## src/rtl/pwr_seq_pkg.sv

```systemverilog
package pwr_seq_pkg;
  typedef enum logic [1:0] {
    ST_RESET  = 2'b00,
    ST_UNINIT = 2'b01,
    ST_ACTIVE = 2'b10,
    ST_SLEEP  = 2'b11
  } pwr_st_e;
endpackage

```

## src/rtl/pwr_rst_sync.sv

```systemverilog
module pwr_rst_sync #(
  parameter int STAGES = 2
) (
  input  logic clk_i,
  input  logic por_i,
  input  logic async_n_i,
  output logic level_o,
  output logic rise_o
);
  localparam int LAST = STAGES - 1;

  logic [LAST:0] chain_q;
  logic          prev_q;

  generate
    if (STAGES == 1) begin : g_single
      always_ff @(posedge clk_i or posedge por_i) begin
        if (por_i) chain_q <= '0;
        else       chain_q <= async_n_i;
      end
    end else begin : g_multi
      always_ff @(posedge clk_i or posedge por_i) begin
        if (por_i) chain_q <= '0;
        else       chain_q <= {chain_q[LAST-1:0], async_n_i};
      end
    end
  endgenerate

  always_ff @(posedge clk_i or posedge por_i) begin
    if (por_i) prev_q <= 1'b0;
    else       prev_q <= chain_q[LAST];
  end

  assign level_o = chain_q[LAST];
  assign rise_o  = chain_q[LAST] & ~prev_q;

  // the release is seen as a single-cycle pulse
  p_rise_single_r2: assert property (@(posedge clk_i) disable iff (por_i)
    rise_o |=> !rise_o);
endmodule

```

## src/rtl/pwr_state_fsm.sv

```systemverilog
module pwr_state_fsm
  import pwr_seq_pkg::*;
(
  input  logic    clk_i,
  input  logic    por_i,
  input  logic    lvl_i,
  input  logic    rise_i,
  input  logic    drv_init_i,
  input  logic    d3_req_i,
  output pwr_st_e st_o
);
  pwr_st_e st_q, st_d;

  always_comb begin
    st_d = st_q;
    if (st_q != ST_RESET && !lvl_i) begin
      st_d = ST_RESET;
    end else begin
      unique case (st_q)
        ST_RESET:  if (rise_i)     st_d = ST_UNINIT;
        ST_UNINIT: if (drv_init_i) st_d = ST_ACTIVE;
        ST_ACTIVE: if (d3_req_i)   st_d = ST_SLEEP;
        ST_SLEEP:  st_d = ST_SLEEP;
        default:   st_d = ST_RESET;
      endcase
    end
  end

  always_ff @(posedge clk_i or posedge por_i) begin
    if (por_i) st_q <= ST_RESET;
    else       st_q <= st_d;
  end

  assign st_o = st_q;

  p_release_leaves_reset_r2: assert property (@(posedge clk_i) disable iff (por_i)
    (st_q == ST_RESET && rise_i) |=> st_q == ST_UNINIT);
  p_assert_enters_reset_r3: assert property (@(posedge clk_i) disable iff (por_i)
    (st_q != ST_RESET && !lvl_i) |=> st_q == ST_RESET);
  p_no_timeout_r4: assert property (@(posedge clk_i) disable iff (por_i)
    (st_q == ST_RESET && !lvl_i) |=> st_q == ST_RESET);
  p_sleep_entry_r5: assert property (@(posedge clk_i) disable iff (por_i)
    (st_q == ST_ACTIVE && lvl_i && d3_req_i) |=> st_q == ST_SLEEP);
endmodule

```

## src/rtl/pwr_out_decode.sv

```systemverilog
module pwr_out_decode
  import pwr_seq_pkg::*;
#(
  parameter int NUM_FUNC = 2
) (
  input  logic                clk_i,
  input  logic                por_i,
  input  pwr_st_e             st_i,
  input  logic [NUM_FUNC-1:0] wake_i,
  input  logic                clk_cfg_i,
  output logic                idle_o,
  output logic                clk_en_o,
  output logic                hold_o
);
  logic in_reset;
  logic any_wake;

  assign in_reset = (st_i == ST_RESET);
  assign any_wake = |wake_i;

  assign hold_o   = in_reset;
  assign clk_en_o = in_reset ? clk_cfg_i : 1'b1;
  assign idle_o   = in_reset & ~any_wake;

  // deep idle never coexists with an active wake source
  p_idle_no_wake_r8: assert property (@(posedge clk_i) disable iff (por_i)
    idle_o |-> (wake_i == '0));
  // clock may only stop in the reset state
  p_clk_stop_reset_r7: assert property (@(posedge clk_i) disable iff (por_i)
    !clk_en_o |-> (st_i == ST_RESET && !clk_cfg_i));
endmodule

```

## src/rtl/pwr_state_seq.sv

```systemverilog
module pwr_state_seq
  import pwr_seq_pkg::*;
#(
  parameter int NUM_FUNC    = 2,
  parameter int SYNC_STAGES = 2
) (
  input  logic                clk_i,
  input  logic                por_i,
  input  logic                plat_rst_n_i,
  input  logic                drv_init_i,
  input  logic                d3_req_i,
  input  logic [NUM_FUNC-1:0] wake_act_i,
  input  logic                sb_clk_cfg_i,
  output logic [1:0]          state_o,
  output logic                deep_idle_o,
  output logic                sb_clk_en_o,
  output logic                wake_hold_o
);
  logic    rst_lvl;
  logic    rst_rise;
  pwr_st_e st;

  pwr_rst_sync #(.STAGES(SYNC_STAGES)) u_sync (
    .clk_i     (clk_i),
    .por_i     (por_i),
    .async_n_i (plat_rst_n_i),
    .level_o   (rst_lvl),
    .rise_o    (rst_rise)
  );

  pwr_state_fsm u_fsm (
    .clk_i      (clk_i),
    .por_i      (por_i),
    .lvl_i      (rst_lvl),
    .rise_i     (rst_rise),
    .drv_init_i (drv_init_i),
    .d3_req_i   (d3_req_i),
    .st_o       (st)
  );

  pwr_out_decode #(.NUM_FUNC(NUM_FUNC)) u_dec (
    .clk_i     (clk_i),
    .por_i     (por_i),
    .st_i      (st),
    .wake_i    (wake_act_i),
    .clk_cfg_i (sb_clk_cfg_i),
    .idle_o    (deep_idle_o),
    .clk_en_o  (sb_clk_en_o),
    .hold_o    (wake_hold_o)
  );

  assign state_o = st;

  // the uninitialized state is only ever entered from reset
  p_uninit_origin_r2: assert property (@(posedge clk_i) disable iff (por_i)
    (state_o != 2'b01) |=> (state_o != 2'b01 || $past(state_o) == 2'b00));
  // sleep is only ever entered from active
  p_sleep_origin_r5: assert property (@(posedge clk_i) disable iff (por_i)
    (state_o != 2'b11) |=> (state_o != 2'b11 || $past(state_o) == 2'b10));
  // hold rises only together with entry to reset
  p_hold_entry_r6: assert property (@(posedge clk_i) disable iff (por_i)
    $rose(wake_hold_o) |-> (state_o == 2'b00 && $past(state_o) != 2'b00));
endmodule

```

## config.mk

```make
export PLATFORM = sky130hd
export DESIGN_NAME = pwr_state_seq
export DESIGN_NICKNAME = d
export VERILOG_FILES = /design/src/rtl/pwr_seq_pkg.sv /design/src/rtl/pwr_rst_sync.sv /design/src/rtl/pwr_state_fsm.sv /design/src/rtl/pwr_out_decode.sv /design/src/rtl/pwr_state_seq.sv
export SDC_FILE = /design/constraint.sdc
export NUM_CORES = 1
export LEC_CHECK = 0
export ABC_AREA = 1
export BUFFER_PORTS_ARGS = -buffer_cell sky130_fd_sc_hd__buf_2
export CAP_MARGIN = 0
export CORE_AREA = 5 5 42 44
export CTS_CLUSTER_DIAMETER = 50
export DETAILED_ROUTE_END_ITERATION = 6
export DIE_AREA = 0 0 47 49
export PLACE_DENSITY = 0.47
export SLEW_MARGIN = 20
export SYNTH_ARGS = -nofsm -noshare
export SYNTH_HDL_FRONTEND = slang
export SYNTH_SLANG_ARGS = --single-unit
```

## constraint.sdc

```tcl
create_clock -name clk_i -period 0.8 [get_ports clk_i]
set_clock_uncertainty 0.05 [all_clocks]
set_input_delay 0.08 -clock clk_i [delete_from_list [all_inputs] [get_ports clk_i]]
set_output_delay 0.08 -clock clk_i [all_outputs]
set_load 0.02 [all_outputs]
```

### Word-level counts from Yosys, hierarchy flattened

Cells that the tools add are included.

* output and inout port bits: 5
* register bits after elaboration: 5
* logic and storage cells: 25

* reduce and logical (&&, ||, !) cells: 6
* muxes and demuxes: 6
* bitwise logic cells: 4
* equality and inequality tests: 6

Operators with widths (count)
* $mux 2: 4
* $pmux 2 s4: 1
* $ne 3x2->1 const B: 2
* $eq 2x2->1 const B: 2
* $ne 3x3->1 const B: 1
* $reduce_and 3->1: 1
* $and 1x1->1: 2
* $eq 2x1->1 const B: 1
* $logic_not 2->1: 1
* $not 1->1: 2
* $reduce_bool 2->1: 1
* $reduce_or 2->1: 1
* $logic_and 1x1->1: 1
* $logic_not 1->1: 1
* $mux 1: 1

### Logic depth before layout (Yosys ltp)

Gate-level depths: netlist of the first run.

* depth after elaboration: 5
* mapped depth: 5
* mapped depth without buffers: 5

### Hierarchy

A second synthesis of the first run with hierarchy kept.

* cells, all modules: 39
* area, all modules: 272.8 um^2

Modules (own cells, without submodules)
* pwr_state_fsm: cells an instance 23, area an instance 143.9 um^2, times used 1
* pwr_rst_sync: cells an instance 6, area an instance 88.8 um^2, times used 1
* pwr_out_decode: cells an instance 10, area an instance 40.0 um^2, times used 1

### Least setup slack after synthesis of the first run

No wires, ideal clock.

* path type: register -> output
* from: register u_fsm.st_q[1] (netlist: u_fsm.st_o[1])
* to: output port deep_idle_o
* setup slack: -0.440 ns
* data required time: 0.670 ns
* stages on the path, launching flop included: 4
* arrival: 1.110 ns
* buffers on the path: 0
* cell sequence: dfrtp_1 -> inv_1 -> nand2_2 -> nor3_1

* cells in the longest elaborated chain, start to end: 2

Ends and longest elaborated chain
* start: declaration: line pwr_state_fsm.sv:12 `pwr_st_e st_q, st_d;`
* start signal: assignment: line pwr_state_fsm.sv:31 `else st_q <= st_d;`
* $logic_not 2->1: line pwr_out_decode.sv:18 `assign in_reset = (st_i == ST_RESET);`
* $and 1x1->1: line pwr_out_decode.sv:23 `assign idle_o = in_reset & ~any_wake;`
* end: declaration: line pwr_state_seq.sv:15 `output logic deep_idle_o,`

Every way passes these cells.

### Final worst setup path of the first run

* from: register u_fsm.st_q[1] (netlist: u_fsm.st_o[1])
* to: output port sb_clk_en_o

* cells in the longest elaborated chain, start to end: 2

Ends and longest elaborated chain
* $logic_not 2->1: line pwr_out_decode.sv:18
* $mux 1: line pwr_out_decode.sv:22 `assign clk_en_o = in_reset ? clk_cfg_i : 1'b1;`
* end: declaration: line pwr_state_seq.sv:16 `output logic sb_clk_en_o,`

Every way passes these cells.

==> results_dict.tcl, run 1 <==
set metrics [dict create \
    port-buffer-count 12 \
    start_util 0.1625 \
    crit_chain "inv_2 -> nand2_4 -> or2_4 -> buf_6" \
    critPathSlowestCell "dfrtp_2" \
    leakage_nw 0.2744 \
    peakVddDrop_uv 1568 \
    dr.pass1.iters 2 \
    dr.first_iter.drc_count 1 \
    dp_hpwl_um 435.6 \
    violations "setup timing" \
    maxCapViolCount 0 \
    place_area_um2 366.6 \
    cts-root-buf "clkbuf_4" \
    grt_pass1_vias 261 \
    yosys-top-cells-area "dfrtp_1 (55%), nand2_1 (13%), inv_1 (12%), nor2_1 (8.2%), nand3_1 (4.4%)" \
    ant_nets 0 \
    syn_avg_cell_area_um2 7.591 \
    numCtsBuffers 3 \
    design_area_um2 504.2 \
    synth_top_cell_by_area "dfrtp_1" \
    cts_buffer_depth 2 \
    slew_viol_final 0 \
    setup_viol 7 \
    synth-seq-cells 5 \
    ys_warn_count 0 \
    antenna_found_initial 0 \
    syn_inst 30 \
    reg2reg_depth 6 \
    ys_seq_area_frac 0.5495 \
    hp-start "d3_req_i" \
    synth_area_um2 227.7 \
    vias 261 \
    cpLargestDelayFamily "flip-flops" \
    fp.dieH_um 49 \
    rr_endpoint "u_fsm.st_o[0]$_DFFE_PP0P_" \
    synth_fp_nets 38 \
    status "finished with violations" \
    final_cell_count_no_fill 73 \
    crit_type "reg -> out" \
    overflow 0 \
    track_usage 0.06095 \
    hold_path_end "u_fsm.st_o[0]$_DFFE_PP0P_" \
    clk_pin_slew_ns 0.04 \
    crit_fanout 3 \
    wl_um 615 \
    ys_types 8 \
    fin_crit_sh 1.564 \
    cp_num_buf_inv 2 \
    rrSetupSlack_ns -0.26 \
    ios 13 \
    diodes 0 \
    placementRows 14 \
    gp_congestion 0.6305 \
    layout_min_cycle_time_ns 1.251 \
    clk_latency_ns 0.24 \
    finalHoldViolations 0 \
    grt_max_degree 6 \
    min_path_type "in -> reg" \
    die_w_um 47 \
    layout_common_cells "nand2_1 (7), buf_2 (7), buf_6 (7), buf_4 (7), inv_1 (5)" \
    core_area_um2 1401 \
    total_power_w 0.001695 \
    ctsHtreeMaxLevel 1 \
    clock.fmax_mhz 799.2 \
    tritoncts "done" \
    drive_above_1_share 0.6316 \
    dieArea_um2 2303 \
    grt_pass1_wl_um 1014 \
    crit_arrival_ns 1.12 \
    cpPeakStageDelay_ns 0.40 \
    wire_per_inst_um 8.425 \
    post_drt_via_cell_ratio 3.575 \
    slew_headroom 0.8825 \
    cts.sinks 5 \
    cp.depth 4 \
    fin_ws_ns -0.4513 \
    powerDensity_nw_per_um2 3361 \
    finish.utilization 0.3598 \
    critPathLaunchType "flop" \
    end_kind "output pin" \
    fin_nets 66 \
    area_growth_pct 121.4 \
    cp.required_ns 0.67 \
    rsz0062_at_grt "yes" \
    dp_cells 62 \
    min_path_cells 5 \
    r2r-start "u_fsm.st_o[1]$_DFFE_PP0P_" \
    startpoint "u_fsm.st_o[1]$_DFFE_PP0P_" \
    worstMarginPinSlew_ns 0.1760 \
    preCtsSetupSlack_ns -0.2333 \
    synth_top_area_frac 0.5495 \
    drcViolationCount 0 \
]
==> synth_stat cells, drive strengths merged <==
cell type	instances
dfrtp	5
nor2	5
inv	7
nand2	9
or2	1
nand3	2
nor3	1
==> flip-flops by register name, summed over array words and instances (netlist names) <==
register,cells
u_sync.chain_q,2
u_fsm.st_o,2
u_sync.prev_q,1
==> what timing repair did <==
item                                    4_1_cts  5_1_grt
gates resized for setup                      10        6
endpoints found under the setup margin        7        7
pin swaps                                     1        3
hold buffers                                  2        0
hold endpoints to repair                      6        0
setup buffers                                 1        4
==> how the worst max path moves through the flow <==
stage,endpoint,slack [ns]
2_1_floorplan,sb_clk_en_o,-0.21
3_3_place_gp,sb_clk_en_o,-0.22
3_5_place_dp,sb_clk_en_o,-0.23
4_1_cts,sb_clk_en_o,-0.45
5_1_grt,sb_clk_en_o,-0.51
6_report,sb_clk_en_o,-0.45
==> final cells by class <==
cell class,instances,area [µm²]
timing repair buffer,23,186.4
clock buffer,4,26.28
inverter,7,26.28
fill,148,897.1
sequential,5,127.6
tap,16,20.02
multi-input combinational,18,117.6
==> where the power goes <==
part           leakage (nW)  internal [W]  switching [W]  total, W
Clock                0.0150      0.000188      0.0000945  0.000282
Combinational         0.202      0.000572       0.000493   0.00107
Sequential           0.0578      0.000311      0.0000357  0.000347
==> worst register-to-register path, delay by kind of cell (launching register included) <==
family                 cells  cell delay [ns]
buffers and inverters      2             0.25
AND/OR/NAND/NOR            4             0.25
flip-flops                 1             0.40
==> routing by layer <==
metal / up-vias / GRT usage / wire length [µm]
li1: 144 / - / -
met1: 110 / 0.07623 / 255
met2: 7 / 0.08371 / 324
met3: 0 / 0.04428 / 35
met4: 0 / 0.01382 / 0
met5: - / 0 / 0
==> through the flow <==
stage                     hold WS, ns  setup TNS (ns)
final                          0.1221          -2.239
after global routing           0.1556          -2.672
after CTS                      0.1222          -2.020
after detailed placement     -0.07017         -0.8916
after global placement       -0.06887         -0.8466
after floorplan               -0.1916         -0.6480
==> logic make-up (layout without fill, tap and decap cells) <==
group	Yosys count	in the layout	synth area share
DFF	5	5	0.5495
buffers and inverters	7	34	0.1154
and+or+nand+nor	18	18	0.3352
Power figures use the tool's default switching activity.
==> inputs of run 2 (changes only) <==
--- a/config.mk
+++ b/config.mk
@@ -5,14 +5,13 @@
 export SDC_FILE = /design/constraint.sdc
 export NUM_CORES = 1
 export LEC_CHECK = 0
-export ABC_AREA = 1
 export BUFFER_PORTS_ARGS = -buffer_cell sky130_fd_sc_hd__buf_2
 export CAP_MARGIN = 0
 export CORE_AREA = 5 5 42 44
 export CTS_CLUSTER_DIAMETER = 50
 export DETAILED_ROUTE_END_ITERATION = 6
 export DIE_AREA = 0 0 47 49
-export PLACE_DENSITY = 0.47
+export PLACE_DENSITY = 0.44
 export SLEW_MARGIN = 20
 export SYNTH_ARGS = -nofsm -noshare
 export SYNTH_HDL_FRONTEND = slang
==> run 2 against run 1 <==
The flow still finishes with violations (setup timing); synthesized area fell by 18%; synthesized cell count fell by 50%; critical path depth fell by 2; via count fell by 18%; cell count fell by 23%; sequential share of layout area rose by 3.5 points; hold slack got worse by 0.047 ns; design area fell by 12%; sequential power fell by 17%; total power fell by 53%; non-clock buffer count fell by 2; utilization fell by 4.4 points; critical endpoint unchanged; largest cell class unchanged; highest routed layer unchanged.
==> results_dict.tcl, run 2 <==
set metrics [dict create \
    status "finished with violations" \
    violations "setup timing" \
    yosys-top-cells-area "dfrtp_1 (67%), mux2i_1 (5.3%), o211a_1 (5.3%), inv_1 (4.0%), nand3b_1 (4.0%)" \
    cp.required_ns 0.67 \
    synth-seq-cells 5 \
    p_sw_frac 0.2570 \
    fp.dieH_um 49 \
    grt_max_degree 6 \
    post_drt_via_cell_ratio 3.821 \
    layout_min_cycle_time_ns 1.306 \
    crit_fanout 3 \
    switchingPower_w 0.0002058 \
    overflow 0 \
    clk_pin_slew_ns 0.04 \
    drcViolationCount 0 \
    async_reset_ff_frac 1.000 \
    dominantRegCellSynth "dfrtp_1" \
    p_seq_frac 0.358 \
    powerDensity_nw_per_um2 1808 \
    ys_types 10 \
    ant_nets 0 \
    port-buffer-count 12 \
    dieArea_um2 2303 \
    layout_common_cells "buf_6 (8), buf_2 (7), buf_4 (4)" \
    total_power_w 0.0008009 \
    ys_seq_area_frac 0.6667 \
    peakVddDrop_uv 930.0 \
    setup_viol 7 \
    min_path_type "in -> reg" \
    rsz0062_at_grt "yes" \
    slew_viol_final 0 \
    diodes 0 \
    place_area_um2 305.3 \
    synth_common_cells "dfrtp_1 (5), inv_1 (2)" \
    core_area_um2 1401 \
    synth_fp_nets 23 \
    crit_arrival_ns 1.18 \
    synth_area_um2 187.7 \
    synth_top_area_frac 0.6667 \
    min_path_cells 3 \
    grt_pass1_vias 225 \
    finalHoldViolations 0 \
    layout_commonest_cell "buf_6" \
    rrSetupSlack_ns -0.42 \
    wire_per_inst_um 9.661 \
    yosysMostFrequentCell "dfrtp_1" \
    design_area_um2 442.9 \
    tritoncts "done" \
    die_w_um 47 \
    p_int_w 0.0005950 \
    ios 13 \
    grt_pass1_wl_um 876 \
    synth_top_cell_by_area "dfrtp_1" \
    maxCapViolCount 0 \
    area_growth_pct 136.0 \
    antenna_found_initial 0 \
    leakage_nw 0.2158 \
    dp_hpwl_um 375.8 \
    vias 214 \
    clkPwrFrac 0.357 \
    placementRows 14 \
    syn_inst 15 \
    slew_headroom 0.8817 \
    cts-root-buf "clkbuf_4" \
    start_util 0.1339 \
    syn_avg_cell_area_um2 12.51 \
    fin_nets 49 \
    clock.fmax_mhz 766.0 \
    fin_ws_ns -0.5055 \
    critPathLaunchType "flop" \
    gp_congestion 0.7211 \
    ys_warn_count 0 \
    crit_type "reg -> out" \
    dr.pass1.iters 2 \
    synth_edf_count 0 \
    combinationalPowerShare 0.285 \
    wl_um 541 \
    clk_latency_ns 0.24 \
    cts.sinks 5 \
    end_kind "output pin" \
    ctsHtreeMaxLevel 1 \
    track_usage 0.05591 \
    fin_crit_sh 1.632 \
    worstMarginPinSlew_ns 0.1762 \
    drive_above_1_share 0.7000 \
    cts_buffer_depth 2 \
    numCtsBuffers 3 \
    dr.first_iter.drc_count 1 \
    reg2reg_depth 5 \
]
-- run 2: changes by cell type after synthesis, moves of 2 or more --
cell	delta
nor2_1	-4
inv_1	-5
nand3_1	-2
nand2_1	-8
-- run 2: layer usage --
layer,vias to the layer above,GRT usage,share of wire,wire length (µm)
met3,0,0.04797,0.16,86
met4,0,0.02765,0,0
met5,-,0,0,0
met2,15,0.06335,0.43,231
li1,102,-,-,-
met1,97,0.07143,0.41,223
-- run 2: power groups by stage --
stage	clock network, W	logic, W	registers [W]
floorplan	0	0.0000577	0.000305
global placement	0	0.000131	0.000292
detailed placement	0	0.000132	0.000295
CTS	0.000305	0.000228	0.000287
global route	0.000337	0.000243	0.000289
finish	0.000286	0.000228	0.000287
-- run 2: timing repair --
action	4_1_cts	5_1_grt
pin swaps	1	1
setup endpoints to repair	7	7
buffers inserted	5	0
resized for setup	16	0
hold buffers	2	0
endpoints found under the hold margin	6	0
-- run 2: critical path: stages (launching register included) --
cell,delay (ns)
dfrtp_2,0.43
or3_4,0.37
buf_6,0.14
-- run 2: worst paths after layout --
| path | from | end |
|---|---|---|
| max | u_fsm.st_o[1]$_DFFE_PP0P_ | sb_clk_en_o |
| min | drv_init_i | u_fsm.st_o[1]$_DFFE_PP0P_ |
| max reg2reg | u_fsm.st_o[1]$_DFFE_PP0P_ | u_fsm.st_o[0]$_DFFE_PP0P_ |
| min reg2reg | u_sync.chain_q[0]$_DFF_PP0_ | u_sync.chain_q[1]$_DFF_PP0_ |
| max in group asynchronous | por_i | u_fsm.st_o[0]$_DFFE_PP0P_ |
| min in group asynchronous | por_i | u_sync.prev_q$_DFF_PP0_ |
-- run 2: layout make-up --
class / count / area [µm²]
fillers: 146 / 958.4
repair buffers: 21 / 175.2
flip-flops and latches: 5 / 127.6
multi-input cells: 8 / 86.33
clock buffers: 4 / 26.28
well taps: 16 / 20.02
inverters: 2 / 7.507
-- run 2: cell families (layout without fill, tap and decap cells) --
logic type	Yosys count	in the layout	share of synthesized area
multiplexers	1	1	0.05334
AO/OA/AOI/OAI	2	2	0.07998
AND/OR/NAND/NOR	5	5	0.1601
buffers and inverters	2	27	0.04001
flip-flops	5	5	0.6667
-- run 2: through the flow --
stage | hold WS, ns | util | setup TNS [ns] | instances | worst slack, ns
floorplan | -0.1916 | - | -0.7882 | 15 | -0.2276
global placement | -0.07851 | 0.2179 | -1.053 | 45 | -0.2739
detailed placement | -0.06717 | 0.2179 | -1.182 | 45 | -0.2934
CTS | 0.06287 | 0.3161 | -2.946 | 56 | -0.5225
global route | 0.1038 | 0.3161 | -3.139 | 56 | -0.5378
finish | 0.07499 | 0.3161 | -2.826 | 56 | -0.5055
==> inputs of run 3 (changes only) <==
--- a/config.mk
+++ b/config.mk
@@ -7,11 +7,13 @@
 export LEC_CHECK = 0
 export BUFFER_PORTS_ARGS = -buffer_cell sky130_fd_sc_hd__buf_2
 export CAP_MARGIN = 0
+export CELL_PAD_IN_SITES_DETAIL_PLACEMENT = 2
+export CELL_PAD_IN_SITES_GLOBAL_PLACEMENT = 2
 export CORE_AREA = 5 5 42 44
 export CTS_CLUSTER_DIAMETER = 50
 export DETAILED_ROUTE_END_ITERATION = 6
 export DIE_AREA = 0 0 47 49
-export PLACE_DENSITY = 0.44
+export PLACE_DENSITY = 0.62
 export SLEW_MARGIN = 20
 export SYNTH_ARGS = -nofsm -noshare
 export SYNTH_HDL_FRONTEND = slang
==> run 3 against run 2 <==
The flow still finishes with violations (setup timing); hold slack better by 0.020 ns; sequential share of layout area is 0.081 points lower; utilization is 0.089 points higher; global-route usage is 0.43 points higher; cell count stayed put; critical path type unchanged.
==> results_dict.tcl, run 3 (synthesis gave the netlist of run 2 again) <==
set metrics [dict create \
    grt_pass1_wl_um 910 \
    preCtsSetupSlack_ns -0.2850 \
    cpPeakStageDelay_ns 0.43 \
    fin_setup_tns_ns -2.572 \
    grt_pass1_vias 220 \
    peakVddDrop_uv 594.9 \
    layout_common_cells "buf_2 (7), buf_4 (6), buf_6 (5)" \
    fin_crit_sh 1.639 \
    drcViolationCount 0 \
    fp.dieH_um 49 \
    n_fill_cell 166 \
    startpoint "u_fsm.st_o[1]$_DFFE_PP0P_" \
    crit_chain "or3_4 -> buf_6" \
    grt_max_degree 6 \
    diodes 0 \
    post_drt_via_cell_ratio 3.786 \
    cp.required_ns 0.67 \
    end_kind "output pin" \
    finalHoldViolations 0 \
    dp_cells 45 \
    crit_type "reg -> out" \
    crit_arrival_ns 1.18 \
    slew_viol_final 0 \
    worstMarginPinSlew_ns 0.1964 \
    dr.first_iter.drc_count 0 \
    core_area_um2 1401 \
    cpLargestDelayFamily "flip-flops" \
    r2r-start "u_fsm.st_o[1]$_DFFE_PP0P_" \
    slew_headroom 0.8681 \
    design_area_um2 444.2 \
    maxCapViolCount 0 \
    critPathCapture "sb_clk_en_o" \
    overflow 0 \
    leakage_nw 0.2182 \
    clk_latency_ns 0.24 \
    cp.depth 2 \
    fin_nets 49 \
    ant_nets 0 \
    violations "setup timing" \
    rsz0062_at_grt "yes" \
    antenna_found_initial 0 \
    fin_ws_ns -0.5114 \
    drive_above_1_share 0.7000 \
    rrSetupSlack_ns -0.41 \
    cts-root-buf "clkbuf_4" \
    start_util 0.1339 \
    cts_buffer_depth 2 \
    crit_fanout 4 \
    gp_congestion 0.7342 \
    wire_per_inst_um 11.36 \
    clk_pin_slew_ns 0.04 \
    final_cell_count_no_fill 56 \
    numCtsBuffers 3 \
    port-buffer-count 12 \
    powerDensity_nw_per_um2 1832 \
    reg2reg_depth 4 \
    vias 212 \
    layout_min_cycle_time_ns 1.311 \
    cts.sinks 5 \
    dr.pass1.iters 1 \
    status "finished with violations" \
    critPathSlowestCell "dfrtp_2" \
    wl_um 636 \
    layout_commonest_cell "buf_2" \
    clock.fmax_mhz 762.5 \
    critPathLaunchType "flop" \
    tritoncts "done" \
    ctsHtreeMaxLevel 1 \
    area_growth_pct 136.7 \
    dieArea_um2 2303 \
    setup_viol 7 \
    cp_num_buf_inv 1 \
    ios 13 \
    rr_endpoint "u_fsm.st_o[0]$_DFFE_PP0P_" \
    finish.utilization 0.3170 \
    dp_hpwl_um 452.7 \
    placementRows 14 \
    die_w_um 47 \
    place_area_um2 305.3 \
    track_usage 0.06020 \
    min_path_type "in -> reg" \
]
==> run 3: cell counts in the layout (fill, tap and decap cells not counted) <==
No cell type changed its count.
==> run 3: repair_timing <==
| item | 4_1_cts | 5_1_grt |
|---|---|---|
| hold buffers | 2 | 0 |
| resized for setup | 12 | 1 |
| pin swaps | 1 | 0 |
| setup buffers | 4 | 1 |
| hold endpoints to repair | 6 | 0 |
| endpoints found under the setup margin | 7 | 7 |
==> run 3: routing by layer <==
metal / track usage / up-vias / wire length, µm
met5: 0 / - / 0
met4: 0.04147 / 0 / 0
met3: 0.03321 / 0 / 84
met2: 0.09276 / 13 / 334
met1: 0.05817 / 98 / 217
li1: - / 101 / -
==> run 3: stage by stage <==
| step | total power, W | hold WS, ns |
|---|---|---|
| after floorplan | 0.0003626 | -0.1916 |
| after global placement | 0.0004206 | -0.07870 |
| after detailed placement | 0.0004273 | -0.06279 |
| after CTS | 0.0008224 | 0.08095 |
| after global routing | 0.0008614 | 0.1103 |
| final | 0.0008135 | 0.09529 |
==> run 3: cell type report <==
type	count	area, µm²	share of cell area
inverters	2	7.507	0.01690
flip-flops and latches	5	127.6	0.2873
multi-input cells	8	86.33	0.1944
repair buffers	21	176.4	0.3972
clock buffers	4	26.28	0.05915
well taps	16	20.02	0.04507
==> run 3: worst min path at each step <==
stage | cells past startpoint | from | slack (ns) | endpoint
floorplan | 1 | por_i | -0.19 | u_sync.chain_q[0]$_DFF_PP0_
global placement | 2 | por_i | -0.08 | u_sync.chain_q[0]$_DFF_PP0_
detailed placement | 2 | por_i | -0.06 | u_sync.chain_q[0]$_DFF_PP0_
CTS | 3 | drv_init_i | 0.08 | u_fsm.st_o[1]$_DFFE_PP0P_
global route | 3 | drv_init_i | 0.11 | u_fsm.st_o[1]$_DFFE_PP0P_
finish | 3 | drv_init_i | 0.1 | u_fsm.st_o[1]$_DFFE_PP0P_
==> run 3: where the power goes <==
| part | switching (W) | internal [W] | total, W | leakage, nW |
|---|---|---|---|---|
| sequential | 0.0000175 | 0.000272 | 0.000289 | 0.0584 |
| clock | 0.000104 | 0.000189 | 0.000292 | 0.0150 |
| combinational | 0.0000928 | 0.000139 | 0.000232 | 0.145 |
==> run 3: worst register-to-register path, delay by kind of cell (launching register included) <==
family                 cells  cell delay [ns]
AOI/OAI and AO/OA          1             0.21
buffers and inverters      2             0.29
DFF                        1             0.43
muxes                      1             0.12
